`config.mk`:
```
export PLATFORM = sky130hd
export DESIGN_NAME = sprite_draw_engine
export DESIGN_NICKNAME = d
export VERILOG_FILES = /design/src/rtl/spr_pkg.sv /design/src/rtl/spr_stage_dec.sv /design/src/rtl/spr_coord.sv /design/src/rtl/spr_pixel.sv /design/src/rtl/spr_collide.sv /design/src/rtl/sprite_draw_engine.sv
export SDC_FILE = /design/constraint.sdc
export NUM_CORES = 1
export LEC_CHECK = 0
export ABC_AREA = 1
export BUFFER_PORTS_ARGS = -buffer_cell sky130_fd_sc_hd__buf_2
export CAP_MARGIN = 20
export CORE_MARGIN = 2
export CORE_UTILIZATION = 40
export DETAILED_ROUTE_END_ITERATION = 8
export GPL_ROUTABILITY_DRIVEN = 0
export GPL_TIMING_DRIVEN = 0
export MAX_ROUTING_LAYER = met4
export PLACE_DENSITY_LB_ADDON = 0.3
export SYNTH_ARGS = -nofsm -noshare
export SYNTH_HDL_FRONTEND = slang
export SYNTH_SLANG_ARGS = --single-unit
```
`constraint.sdc`:
```
create_clock -name clk_i -period 2.7 [get_ports clk_i]
set_input_delay 0.27 -clock clk_i [delete_from_list [all_inputs] [get_ports clk_i]]
set_output_delay 0.27 -clock clk_i [all_outputs]
set_load 0.1 [all_outputs]
```
`src/rtl/spr_pkg.sv`:
```
package spr_pkg;

   localparam logic [3:0] OPC_DRAW = 4'hD;

   function automatic bit is_pow2(input int v);
      return (v > 0) && ((v & (v - 1)) == 0);
   endfunction

endpackage

```
`src/rtl/spr_stage_dec.sv`:
```
module spr_stage_dec #(
   parameter int STAGE_W  = 32,
   parameter int OFFSET   = 16,
   parameter int SETTLE_W = 4,
   parameter int XO_W     = 3,
   parameter int ROW_W    = 4,
   localparam int CNT_W   = STAGE_W - SETTLE_W - XO_W
) (
   input  logic [STAGE_W-1:0] stage_i,
   input  logic               exec_i,
   input  logic               is_draw_i,
   input  logic [ROW_W-1:0]   n_i,
   output logic               in_win_o,
   output logic               start_o,
   output logic               settle_o,
   output logic               busy_o,
   output logic [XO_W-1:0]    xo_o,
   output logic [CNT_W-1:0]   rows_o,
   output logic [ROW_W-1:0]   row_o
);

   logic [STAGE_W-1:0] off;

   assign off      = stage_i - STAGE_W'(OFFSET);
   assign in_win_o = exec_i & is_draw_i & (stage_i >= STAGE_W'(OFFSET));
   assign start_o  = in_win_o & (off == '0);
   assign settle_o = &off[SETTLE_W-1:0];
   assign xo_o     = off[SETTLE_W +: XO_W];
   assign rows_o   = off[STAGE_W-1 -: CNT_W];
   assign row_o    = rows_o[ROW_W-1:0];
   assign busy_o   = in_win_o & (rows_o < CNT_W'(n_i));

endmodule

```
`src/rtl/spr_coord.sv`:
```
module spr_coord #(
   parameter int REG_W = 8,
   parameter int XO_W  = 3,
   parameter int ROW_W = 4,
   parameter int FB_W  = 64,
   parameter int FB_H  = 32,
   parameter bit WRAP  = 1'b1,
   localparam int FBX_W = $clog2(FB_W),
   localparam int FBY_W = $clog2(FB_H)
) (
   input  logic [REG_W-1:0] vx_i,
   input  logic [REG_W-1:0] vy_i,
   input  logic [XO_W-1:0]  xo_i,
   input  logic [ROW_W-1:0] row_i,
   output logic [FBX_W-1:0] x_o,
   output logic [FBY_W-1:0] y_o,
   output logic             on_screen_o
);

   logic [REG_W:0] sum_x;
   logic [REG_W:0] sum_y;

   assign sum_x = {1'b0, vx_i} + (REG_W + 1)'(xo_i);
   assign sum_y = {1'b0, vy_i} + (REG_W + 1)'(row_i);
   assign x_o   = sum_x[FBX_W-1:0];
   assign y_o   = sum_y[FBY_W-1:0];

   generate
      if (WRAP) begin : g_wrap
         logic unused_hi;
         assign unused_hi   = ^{sum_x[REG_W:FBX_W], sum_y[REG_W:FBY_W]};
         assign on_screen_o = 1'b1;
      end else begin : g_clip
         assign on_screen_o = (sum_x < (REG_W + 1)'(FB_W)) &&
                              (sum_y < (REG_W + 1)'(FB_H));
      end
   endgenerate

endmodule

```
`src/rtl/spr_pixel.sv`:
```
module spr_pixel #(
   parameter int SPR_W = 8,
   localparam int XO_W = $clog2(SPR_W)
) (
   input  logic [SPR_W-1:0] spr_i,
   input  logic [XO_W-1:0]  xo_i,
   input  logic             pix_i,
   input  logic             fire_i,
   output logic             wdata_o,
   output logic             we_o,
   output logic             hit_evt_o
);

   localparam logic [XO_W-1:0] MSB_IDX = XO_W'(SPR_W - 1);

   logic [XO_W-1:0] sel;
   logic            spr_bit;

   assign sel       = MSB_IDX - xo_i;
   assign spr_bit   = spr_i[sel];
   assign wdata_o   = spr_bit ^ pix_i;
   assign we_o      = fire_i;
   assign hit_evt_o = fire_i & spr_bit & pix_i;

endmodule

```
`src/rtl/spr_collide.sv`:
```
module spr_collide (
   input  logic clk_i,
   input  logic rst_ni,
   input  logic start_i,
   input  logic hit_evt_i,
   output logic hit_o
);

   always_ff @(posedge clk_i or negedge rst_ni) begin
      if (!rst_ni)        hit_o <= 1'b0;
      else if (start_i)   hit_o <= 1'b0;
      else if (hit_evt_i) hit_o <= 1'b1;
   end

   // a new draw starts with a clean flag
   p_start_clears_r8 : assert property (@(posedge clk_i) disable iff (!rst_ni)
      start_i |=> !hit_o);

   // once set, the flag holds until the next draw starts
   p_hit_sticky_r8 : assert property (@(posedge clk_i) disable iff (!rst_ni)
      (hit_o && !start_i) |=> hit_o);

endmodule

```
`src/rtl/sprite_draw_engine.sv`:
```
module sprite_draw_engine #(
   parameter int ADDR_W   = 12,
   parameter int STAGE_W  = 32,
   parameter int REG_W    = 8,
   parameter int SPR_W    = 8,
   parameter int FB_W     = 64,
   parameter int FB_H     = 32,
   parameter int SETTLE_W = 4,
   parameter int OFFSET   = 16,
   parameter bit WRAP     = 1'b1,
   localparam int INSTR_W = 16,
   localparam int ROW_W   = 4,
   localparam int SEL_W   = 4,
   localparam int XO_W    = $clog2(SPR_W),
   localparam int FBX_W   = $clog2(FB_W),
   localparam int FBY_W   = $clog2(FB_H),
   localparam int CNT_W   = STAGE_W - SETTLE_W - XO_W
) (
   input  logic               clk_i,
   input  logic               rst_ni,
   input  logic               exec_i,
   input  logic [INSTR_W-1:0] instr_i,
   input  logic [REG_W-1:0]   vx_i,
   input  logic [REG_W-1:0]   vy_i,
   input  logic [ADDR_W-1:0]  idx_i,
   input  logic [STAGE_W-1:0] stage_i,
   input  logic [SPR_W-1:0]   mem_rdata_i,
   input  logic               fb_rdata_i,
   output logic [SEL_W-1:0]   vx_sel_o,
   output logic [SEL_W-1:0]   vy_sel_o,
   output logic [ADDR_W-1:0]  mem_addr_o,
   output logic               mem_req_o,
   output logic [FBX_W-1:0]   fb_x_o,
   output logic [FBY_W-1:0]   fb_y_o,
   output logic               fb_wdata_o,
   output logic               fb_we_o,
   output logic               busy_o,
   output logic               hit_o
);

   import spr_pkg::*;

   generate
      if (!is_pow2(SPR_W))            begin : g_bad_spr  $error("SPR_W must be a power of two");   end
      if (!is_pow2(FB_W))             begin : g_bad_fbw  $error("FB_W must be a power of two");    end
      if (!is_pow2(FB_H))             begin : g_bad_fbh  $error("FB_H must be a power of two");    end
      if (FBX_W > REG_W || FBY_W > REG_W) begin : g_bad_reg $error("screen wider than registers"); end
      if ((OFFSET % (1 << SETTLE_W)) != 0) begin : g_bad_off $error("OFFSET must align to the settle phase"); end
      if (CNT_W < ROW_W)              begin : g_bad_cnt  $error("STAGE_W too small");             end
   endgenerate

   logic             in_win, start, settle, busy, on_screen, fire, hit_evt;
   logic [XO_W-1:0]  xo;
   logic [CNT_W-1:0] rows;
   logic [ROW_W-1:0] row;

   assign vx_sel_o = instr_i[11:8];
   assign vy_sel_o = instr_i[7:4];

   spr_stage_dec #(
      .STAGE_W (STAGE_W), .OFFSET (OFFSET), .SETTLE_W (SETTLE_W),
      .XO_W (XO_W), .ROW_W (ROW_W)
   ) i_dec (
      .stage_i   (stage_i),
      .exec_i    (exec_i),
      .is_draw_i (instr_i[15:12] == OPC_DRAW),
      .n_i       (instr_i[3:0]),
      .in_win_o  (in_win),
      .start_o   (start),
      .settle_o  (settle),
      .busy_o    (busy),
      .xo_o      (xo),
      .rows_o    (rows),
      .row_o     (row)
   );

   spr_coord #(
      .REG_W (REG_W), .XO_W (XO_W), .ROW_W (ROW_W),
      .FB_W (FB_W), .FB_H (FB_H), .WRAP (WRAP)
   ) i_coord (
      .vx_i        (vx_i),
      .vy_i        (vy_i),
      .xo_i        (xo),
      .row_i       (row),
      .x_o         (fb_x_o),
      .y_o         (fb_y_o),
      .on_screen_o (on_screen)
   );

   assign fire = busy & settle & on_screen;

   spr_pixel #(.SPR_W (SPR_W)) i_pix (
      .spr_i     (mem_rdata_i),
      .xo_i      (xo),
      .pix_i     (fb_rdata_i),
      .fire_i    (fire),
      .wdata_o   (fb_wdata_o),
      .we_o      (fb_we_o),
      .hit_evt_o (hit_evt)
   );

   spr_collide i_col (
      .clk_i     (clk_i),
      .rst_ni    (rst_ni),
      .start_i   (start),
      .hit_evt_i (hit_evt),
      .hit_o     (hit_o)
   );

   assign mem_addr_o = idx_i + ADDR_W'(rows);
   assign mem_req_o  = busy;
   assign busy_o     = busy;

   logic unused_win;
   assign unused_win = in_win;

   // nothing moves outside the execute window
   p_idle_quiet_r1 : assert property (@(posedge clk_i) disable iff (!rst_ni)
      !exec_i |-> (!mem_req_o && !fb_we_o && !busy_o));

   // a write only in the last cycle of a settle phase
   p_we_settled_r7 : assert property (@(posedge clk_i) disable iff (!rst_ni)
      fb_we_o |-> (&stage_i[SETTLE_W-1:0]));

   // a write only inside the row budget
   p_we_in_rows_r7 : assert property (@(posedge clk_i) disable iff (!rst_ni)
      fb_we_o |-> (busy_o && mem_req_o));

   // turning a lit pixel off raises the flag on the next cycle
   p_overlap_sets_r8 : assert property (@(posedge clk_i) disable iff (!rst_ni)
      (fb_we_o && fb_rdata_i && !fb_wdata_o) |=> hit_o);

endmodule

```
## Word-level counts from Yosys, hierarchy flattened

Index checks and enable logic that the tools add are counted.

- Input port bits: 88
- Logic and storage cells: 25
- Register bits: 1
- Output and inout bits: 36

- Muxes and demuxes: 4
- Bitwise gates (word level): 8
- $lt $le $gt $ge: 3
- Eq/ne operators: 1
- Add/sub/neg operators: 5
- Reductions and logical operators: 3

Operator list:

| kind | count |
|---|---|
| greater-or-equal comparator 32 x 5 -> 1 bit, second input constant | 1 |
| logical NOT 32 bit | 1 |
| subtractor 32 x 5 -> 32 bit, second input constant | 1 |
| < comparator 25 x 4 -> 1 bit | 1 |
| adder 12 bit | 1 |
| AND 1 bit | 7 |
| adder 6 x 3 -> 6 bit | 1 |
| adder 5 x 4 -> 5 bit | 1 |
| == test 4 bit, second input constant | 1 |
| < comparator 3 x 4 -> 1 bit, second input constant | 1 |
| AND reduction 4 bit | 1 |
| binary-select mux 1 bit (select 3 bit) | 1 |
| two-way mux 1 bit | 3 |
| subtractor 3 bit, first input constant | 1 |
| nonzero test 2 bit | 1 |
| XOR 1 bit | 1 |

## Longest topological paths before layout

Gate-level depths: netlist of run 1.

- Depth in word-level cells: 9
- Depth in mapped cells: 19
- Depth with buffers taken out: 19

## Cells and area by module

Synthesis of run 1 repeated with hierarchy kept, for this count alone.

- Cells, all modules: 467
- Area, all modules: 2472.4 µm²

By module, submodules not included:

| module | seq. area each (µm²) | area each (µm²) | instances | cells an instance |
|---|---|---|---|---|
| spr_stage_dec | 0.0 | 1234.9 | 1 | 246 |
| sprite_draw_engine | 0.0 | 719.4 | 1 | 131 |
| spr_coord | 0.0 | 339.1 | 1 | 56 |
| spr_pixel | 0.0 | 146.4 | 1 | 31 |
| spr_collide | 25.0 | 32.5 | 1 | 3 |

## Worst setup path before layout of run 1

OpenSTA, ideal clock, no wires.

- Path kind: input to output
- From: input port stage_i[4]
- To: output port mem_req_o
- Arrival: 4.295 ns
- Required time: 2.430 ns
- Buffers on the path: 1
- Cell stages on the path: 10
- Slack: -1.865 ns
- Cells stage by stage: inv_2 -> ha_1 -> nand2_1 -> nor2_4 -> nand2_4 -> xnor2_1 -> ha_1 -> a21boi_0 -> nor3_1 -> buf_4

- Longest elaborated chain between the ends: 3
- Elaborated cells on any way between the ends: 5
- Those cells by class: add/sub (1); order compare (2); bitwise (2)

RTL lines:

| what | line | source |
|---|---|---|
| start: declaration | sprite_draw_engine.sv:26 | `input logic [STAGE_W-1:0] stage_i,` |
| subtractor 32 x 5 -> 32 bit / greater-or-equal comparator 32 x 5 -> 1 bit (equally long branches) | spr_stage_dec.sv:24, spr_stage_dec.sv:25 |  |
| < comparator 25 x 4 -> 1 bit / AND 1 bit (equally long branches) | spr_stage_dec.sv:31, spr_stage_dec.sv:25 |  |
| AND 1 bit * | spr_stage_dec.sv:31 | `assign busy_o = in_win_o & (rows_o < CNT_W'(n_i));` |
| end: declaration | sprite_draw_engine.sv:32 | `output logic mem_req_o,` |

Mark *: on every way between the ends. The rest lies on a longest branch, timed or not.

## Worst setup path after layout of run 1

- From: input port stage_i[4]
- To: output port mem_addr_o[11]

- Longest elaborated chain between the ends: 2

RTL lines:

| what | line | source |
|---|---|---|
| subtractor 32 x 5 -> 32 bit | spr_stage_dec.sv:24 | `assign off = stage_i - STAGE_W'(OFFSET);` |
| adder 12 bit | sprite_draw_engine.sv:110 | `assign mem_addr_o = idx_i + ADDR_W'(rows);` |
| end: declaration | sprite_draw_engine.sv:31 | `output logic [ADDR_W-1:0] mem_addr_o,` |

Every way passes these cells.

==> results of run 1 <==
## layout by cell type, fill, tap and decap left out, drive strengths merged
cell	netlist	routed
buf	9	151
nand2	87	87
nor2	69	69
inv	53	53
nand3	28	28
ha	23	23
xor2	19	19
a21oi	15	15
o21ai	12	12
nand4	10	10
xnor2	8	8
fa	3	3
nor4	2	2
clkbuf	0	2
nor3	2	2
a21o	1	1
a21boi	1	1
nand3b	1	1
and3	1	1
o22ai	1	1
o221ai	1	1
dfrtp	1	1
## where the power goes
part	internal, mW	total [mW]	switching, mW
sequential	0.0153	0.0153	0.0000000000146
combinational	0.388	1.30	0.907
clock	0	0	0
total	0.403	1.31	0.907
## area by class of cell
class	count	area [µm²]	share of cell area, %
Buffer	9	71.3	1.97
Inverter	53	219	6.06
Multi-Input combinational cell	284	2220	61.5
Sequential cell	1	25.0	0.692
Tap cell	67	83.8	2.32
Timing Repair Buffer	144	995	27.5
## how the worst max path moves through the flow
stage	slack [ns]	start	end
5_1_grt	-0.40	stage_i[4]	mem_addr_o[11]
6_report	-0.29	stage_i[4]	mem_addr_o[11]
3_5_place_dp	-0.86	stage_i[4]	mem_addr_o[10]
4_1_cts	-0.21	stage_i[5]	mem_addr_o[10]
2_1_floorplan	-0.25	stage_i[8]	mem_addr_o[11]
3_3_place_gp	-0.80	stage_i[4]	mem_addr_o[10]
## metrics by stage
stage	area (µm²)	std cells	setup slack, ns
3_5_place_dp	2980	524	-0.859
2_1_floorplan	2350	347	-0.255
5_1_grt	3620	558	-0.399
6_report	3620	558	-0.293
4_1_cts	3300	541	-0.208
3_3_place_gp	2980	524	-0.798
## layer usage
metal / share of wire, % / GRT usage (%) / vias to the layer above
li1: - / - / 1382
met2: 55 / 44.8 / 122
met4: 2.3 / 1.21 / 0
met1: 36 / 25.2 / 1284
met5: 0 / - / -
met3: 6.3 / 0.686 / 18
## cell families after synthesis
| logic type | count (synthesis) | share of synthesized area, % |
|---|---|---|
| AND/OR/NAND/NOR | 200 | 45.9 |
| XOR/XNOR | 27 | 12.9 |
| buffers and inverters | 62 | 13.6 |
| flip-flops | 1 | 1.28 |
| AO/OA/AOI/OAI | 31 | 8.46 |
| adder cells (fa/ha/maj) | 26 | 17.8 |
## what timing repair did
action | in CTS | in global routing
gates resized for setup | 51 | 42
setup buffers | 17 | 18
setup endpoints to repair | 12 | 12
pin swaps | 22 | 37
## worst reg2reg max path, cell delays in order (launching register included)
cell     delay [ns]
dfrtp_1        0.34
inv_1          0.05
a21oi_1        0.15
==> metrics.md, run 1 <==
| Metric | Value |
|---|---|
| Routed wire per std cell | `13.2 µm` |
| Failing checks | `negative setup slack` |
| Reg2reg end | `i_col.hit_o$_DFFE_PN0P_` |
| Routed Antenna Nets | `0` |
| CP Max Fanout | `4` |
| RSZ-0062 raised after global routing | `true` |
| Setup crit end kind | `output port` |
| Final Skew | `0 ns` |
| Number of antenna violations at the first check in global routing | `0` |
| HPWL after DPL | `5.13 mm` |
| Cell family with most CP delay | `compound AO/OA/AOI/OAI gates` |
| Crit path largest cell delay | `around 0.25 ns` |
| NumNets Final | `607` |
| Cts hold-fix bufs | `0` |
| Final core occ | `approximately three quarters` |
| Largest net degree at the start of global routing | `7` |
| Clk_lat worst skew | `0 ns` |
| Die area | `5460 µm²` |
| CTS clk-pin slew, worst paths | `0 ns` |
| Post-synth top area share | `about 16%` |
| CP arrival | `about 2.7 ns` |
| Critical path class | `in -> out` |
| R2R setup slack | `2.08 ns` |
| Dominant cell type by area after synthesis | `nand2_1` |
| Reg-to-reg critical path startpoint | `i_col.hit_o$_DFFE_PN0P_` |
| Final Critical Period | `2.99 ns` |
| Area Growth Syn to Fin | `85.1%` |
| Core area | `4720 µm²` |
| Hold WS | `~0.055 ns` |
| Die height | `roughly 74 µm` |
| LEAKAGE | `1.80 nW` |
| Cell count after synthesis | `roughly 350` |
| Max Clk Rate | `about 330 MHz` |
| Slowest-stage cell, CP | `ha_4` |
| Max-slew headroom | `approximately two thirds` |
| Biggest register | `i_col.hit_o` |
| DRT Pass-1 Iters | `4` |
| Status | `finished, violations left` |
| Number of global-route vias before repair | `roughly 2500` |
| IR drop worst, VDD | `0.000395 V` |
| EDFF count, synth | `0` |
| First-pass GRT wire length | `between 9 and 10 mm` |
| Width of the chip | `73.9 µm` |
| Worst path cell trace | `buf_12, inv_12, buf_12, buf_4, nand3_4, nor2_4, xor2_2, inv_2, ha_4, a21oi_2, o21ai_2, a21oi_4, o21ai_2, a21oi_1, nor2_1, nor2_2, xor2_4, buf_12` |
| Syn_nets | `about 460` |
| Starting Density | `between 40% and 50%` |
| Routed wire length | `approximately 7.4 mm` |
| Most used DFF post-synth | `dfrtp_1` |
| CP dominant cell by count | `buf_12` |
| Crit path required time | `2.43 ns` |
| Netlist cell types | `29` |
| Worst Setup Start Kind | `primary input` |
| Async set-reset flop share out of synthesis | `between 90% and 100%` |
| Worst-margin pin slew | `0.491 ns` |
| Period utilization | `111%` |
| Total power draw | `about 1.3 mW` |
| Yosys warning total | `0` |
| Final setup fails | `5` |
| Regs by FF count | `i_col.hit_o: 1 flops` |
| Num rows | `25` |
| HP Class | `in -> async` |
| Max-cap violations | `0` |
| Max Slew Vio Count | `0` |
| Commonest cells post-synth | `84 x nand2_1, 53 x nor2_1, 50 x inv_1, 27 x nand3_1, 23 x ha_1` |
| Total track usage | `between 20% and 30%` |
| Diodes inserted | `0` |
| Post-synthesis sequential area ratio | `1.28%` |
| Initial DRC count | `117` |
| Fillers | `roughly 320` |
| Synthesized flop and latch total | `1` |
| Max FFs per register | `1` |
| Pwr/cell area | `~360 nW/µm²` |
| Worst r2r path cells | `2` |
| Setup TNS | `-0.791 ns` |
| Port Buffers | `110` |
| Synthesized area | `around 2000 µm²` |
| Setup ws final | `-0.293 ns` |
| Synth area leaders | `nand2_1 16%, ha_1 15%, nor2_1 10%` |
| Hold Vio Cnt, Final | `0` |
| Total gr overflow | `0` |
| Via/cell ratio | `5.03` |
| I/O Pins | `roughly 120` |
| WP depth | `18` |
| Count leader, synth | `nand2_1` |
| Vias | `between 2000 and 3000` |
| WP buf/inv | `6` |
| Share of cells above drive strength 1 | `51.1%` |
| DRC Markers | `0` |
| Syn avg cell area | `~5.6 µm²` |
(Power assumes the default switching activity.)
==> run 2, diff against run 1 <==
--- a/config.mk
+++ b/config.mk
@@ -6,11 +6,11 @@
 export NUM_CORES = 1
 export LEC_CHECK = 0
 export ABC_AREA = 1
-export BUFFER_PORTS_ARGS = -buffer_cell sky130_fd_sc_hd__buf_2
 export CAP_MARGIN = 20
 export CORE_MARGIN = 2
-export CORE_UTILIZATION = 40
+export CORE_UTILIZATION = 45
 export DETAILED_ROUTE_END_ITERATION = 8
+export DONT_BUFFER_PORTS = 1
 export GPL_ROUTABILITY_DRIVEN = 0
 export GPL_TIMING_DRIVEN = 0
 export MAX_ROUTING_LAYER = met4
==> metrics.md, run 2 (same netlist as run 1, synthesis figures left out) <==
| Metric | Value |
|---|---|
| Status | `finished, violations left` |
| Failing checks | `negative setup slack` |
| Routed Antenna Nets | `0 (unchanged)` |
| Share of cells above drive strength 1 | `40.2% (-11 points)` |
| Die area | `4880 µm² (-11%)` |
| CTS clk-pin slew, worst paths | `0 ns (unchanged)` |
| Starting Density | `47.8% (+6.4 points)` |
| RSZ-0062 raised after global routing | `true` |
| Max FFs per register | `1 (unchanged)` |
| Total track usage | `23.9% (+1.6 points)` |
| Number of antenna violations at the first check in global routing | `0 (unchanged)` |
| Max-slew headroom | `21.4% (-46 points)` |
| Max Clk Rate | `341 MHz (+2.1%)` |
| CP Max Fanout | `6 (+2)` |
| Number of global-route vias before repair | `2269 (-9.7%)` |
| Regs by FF count | `i_col.hit_o: 1 flops` |
| Routed wire per std cell | `14.5 µm (+9.8%)` |
| Vias | `2314 (-18%)` |
| Crit path largest cell delay | `0.89 ns (+0.64 ns)` |
| IR drop worst, VDD | `0.000277 V (-30%)` |
| HPWL after DPL | `4.65 mm (-9.5%)` |
| Final Non-Filler Cells | `436 (-22%)` |
| Final Critical Period | `2.93 ns (-0.0621 ns)` |
| Fillers | `288 (-11%)` |
| Die height | `69.9 µm (-5.4%)` |
| Biggest register | `i_col.hit_o` |
| Dpl ws | `-0.557 ns (+0.302 ns)` |
| GR Layer Usage met3 | `2.02% (+1.3 points)` |
| WP buf/inv | `3 (-3)` |
| Setup crit end kind | `output port` |
| Setup ws final | `-0.231 ns (+0.0621 ns)` |
| DRC Markers | `0 (unchanged)` |
| Final Skew | `0 ns (unchanged)` |
| Routed wire length | `6.32 mm (-14%)` |
| Initial DRC count | `93 (-21%)` |
| Hold Vio Cnt, Final | `0 (unchanged)` |
| Clk_lat worst skew | `0 ns (unchanged)` |
| Critical path class | `in -> out` |
| Num rows | `23 (-8.0%)` |
| Final setup fails | `8 (+3)` |
| GR Layer Usage met2 | `46.8% (+1.9 points)` |
| I/O Pins | `124 (unchanged)` |
| Core area | `4090 µm² (-13%)` |
| Setup TNS | `-0.927 ns (-0.136 ns)` |
| Worst Setup Start Kind | `primary input` |
| NumNets Final | `502 (-17%)` |
| DRT Pass-1 Iters | `4 (unchanged)` |
| Total gr overflow | `0 (unchanged)` |
| Slowest-stage cell, CP | `nor3_4` |
| DP Area | `2460 µm² (-18%)` |
| Grt peak-use layer | `met2` |
| Most common cell after layout, fill and taps aside | `nand2_1` |
| Via/cell ratio | `5.31 (+5.5%)` |
| Global routing usage on met1 | `27.6% (+2.4 points)` |
| Worst-margin pin slew | `1.18 ns (+0.687 ns)` |
| First-pass GRT wire length | `9.75 mm (-0.29%)` |
| Diodes inserted | `0 (unchanged)` |
| LEAKAGE | `1.37 nW (-24%)` |
| Max Slew Vio Count | `0 (unchanged)` |
| Design Area, Final | `3090 µm² (-14%)` |
| Crit path required time | `2.43 ns (about the same)` |
| CP arrival | `2.66 ns (-0.06 ns)` |
| Worst path cell trace | `inv_16, ha_4, nand2_4, nor2_4, nand2_4, nor2_4, nand2_1, nand2_1, nand3_1, nor2_1, nand3_2, nor2_4, inv_2, nor3_4, buf_12` |
| Largest net degree at the start of global routing | `7 (unchanged)` |
| Pwr/cell area | `373 nW/µm² (+2.8%)` |
| HP Class | `in -> async` |
| Post-Place Cells | `400 (-24%)` |
| CP dominant cell by count | `nor2_4` |
| Max-cap violations | `0 (unchanged)` |
| Width of the chip | `69.9 µm (-5.4%)` |
| Hold WS | `0.497 ns (+0.442 ns)` |
| Period utilization | `109% (-2.3 points)` |
| Area Growth Syn to Fin | `58.4%` |
| Commonest cells after routing, fill and taps aside | `70 x nand2_1, 43 x inv_1, 41 x nor2_1, 39 x buf_4, 24 x nand3_1` |
| Port Buffers | `0 (-100%)` |
| Cell family with most CP delay | `simple AND/OR/NAND/NOR gates` |
run 2: cell count changes in the layout (fill, tap and decap cells not counted), sizes merged:
cell	change
clkbuf	-2
dlygate4sd3	+1
buf	-104
run 2: stage by stage:
step	total power, mW	utilization [%]
2_1_floorplan	0.945	-
3_3_place_gp	0.980	59.0
3_5_place_dp	1.01	60.1
4_1_cts	1.08	68.4
5_1_grt	1.20	75.7
6_report	1.15	75.7
run 2: worst register-to-register path, delay by kind of cell (launching register included):
family | cells | cell delay [ns]
flip-flops | 1 | 0.91
AO/OA/AOI/OAI | 1 | 0.17
buffers and inverters | 1 | 0.09
run 2: cell type report:
cell class                 count  area, µm²  share of cell area (%)
sequential                     1       25.0                   0.809
inverter                      53        225                    7.28
buffer                         9       80.1                    2.59
multi-input combinational    284       2360                    76.3
tap                           50       62.6                    2.02
timing repair buffer          39        342                    11.0
run 2: path summary, 6_finish.rpt:
check	from	end	slack (ns)	cells after the start
setup / recovery	stage_i[4]	mem_req_o	-0.23	15
max in group asynchronous	rst_ni	i_col.hit_o$_DFFE_PN0P_	2.09	1
hold / removal	rst_ni	i_col.hit_o$_DFFE_PN0P_	0.50	1
hold reg to reg	i_col.hit_o$_DFFE_PN0P_	i_col.hit_o$_DFFE_PN0P_	0.99	2
min in group clk_i	stage_i[2]	i_col.hit_o$_DFFE_PN0P_	0.57	4
setup reg to reg	i_col.hit_o$_DFFE_PN0P_	i_col.hit_o$_DFFE_PN0P_	1.45	2
run 2: layer usage:
layer / share of wire [%] / wire length [µm]
met5: 0 / 0
met3: 7.9 / 502
met4: 0.22 / 14
met2: 55 / 3460
met1: 37 / 2350
run 2: power by group:
part	internal, mW	switching [mW]
registers	0.0153	0.000000000176
logic	0.290	0.848
clock network	0	0
total	0.305	0.848
run 2: timing repair:
action | in CTS | in global routing
hold buffers | 1 | 0
buffers inserted | 19 | 16
hold endpoints to repair | 1 | 0
endpoints found under the setup margin | 11 | 12
pin swaps | 37 | 33
gates resized for setup | 38 | 35
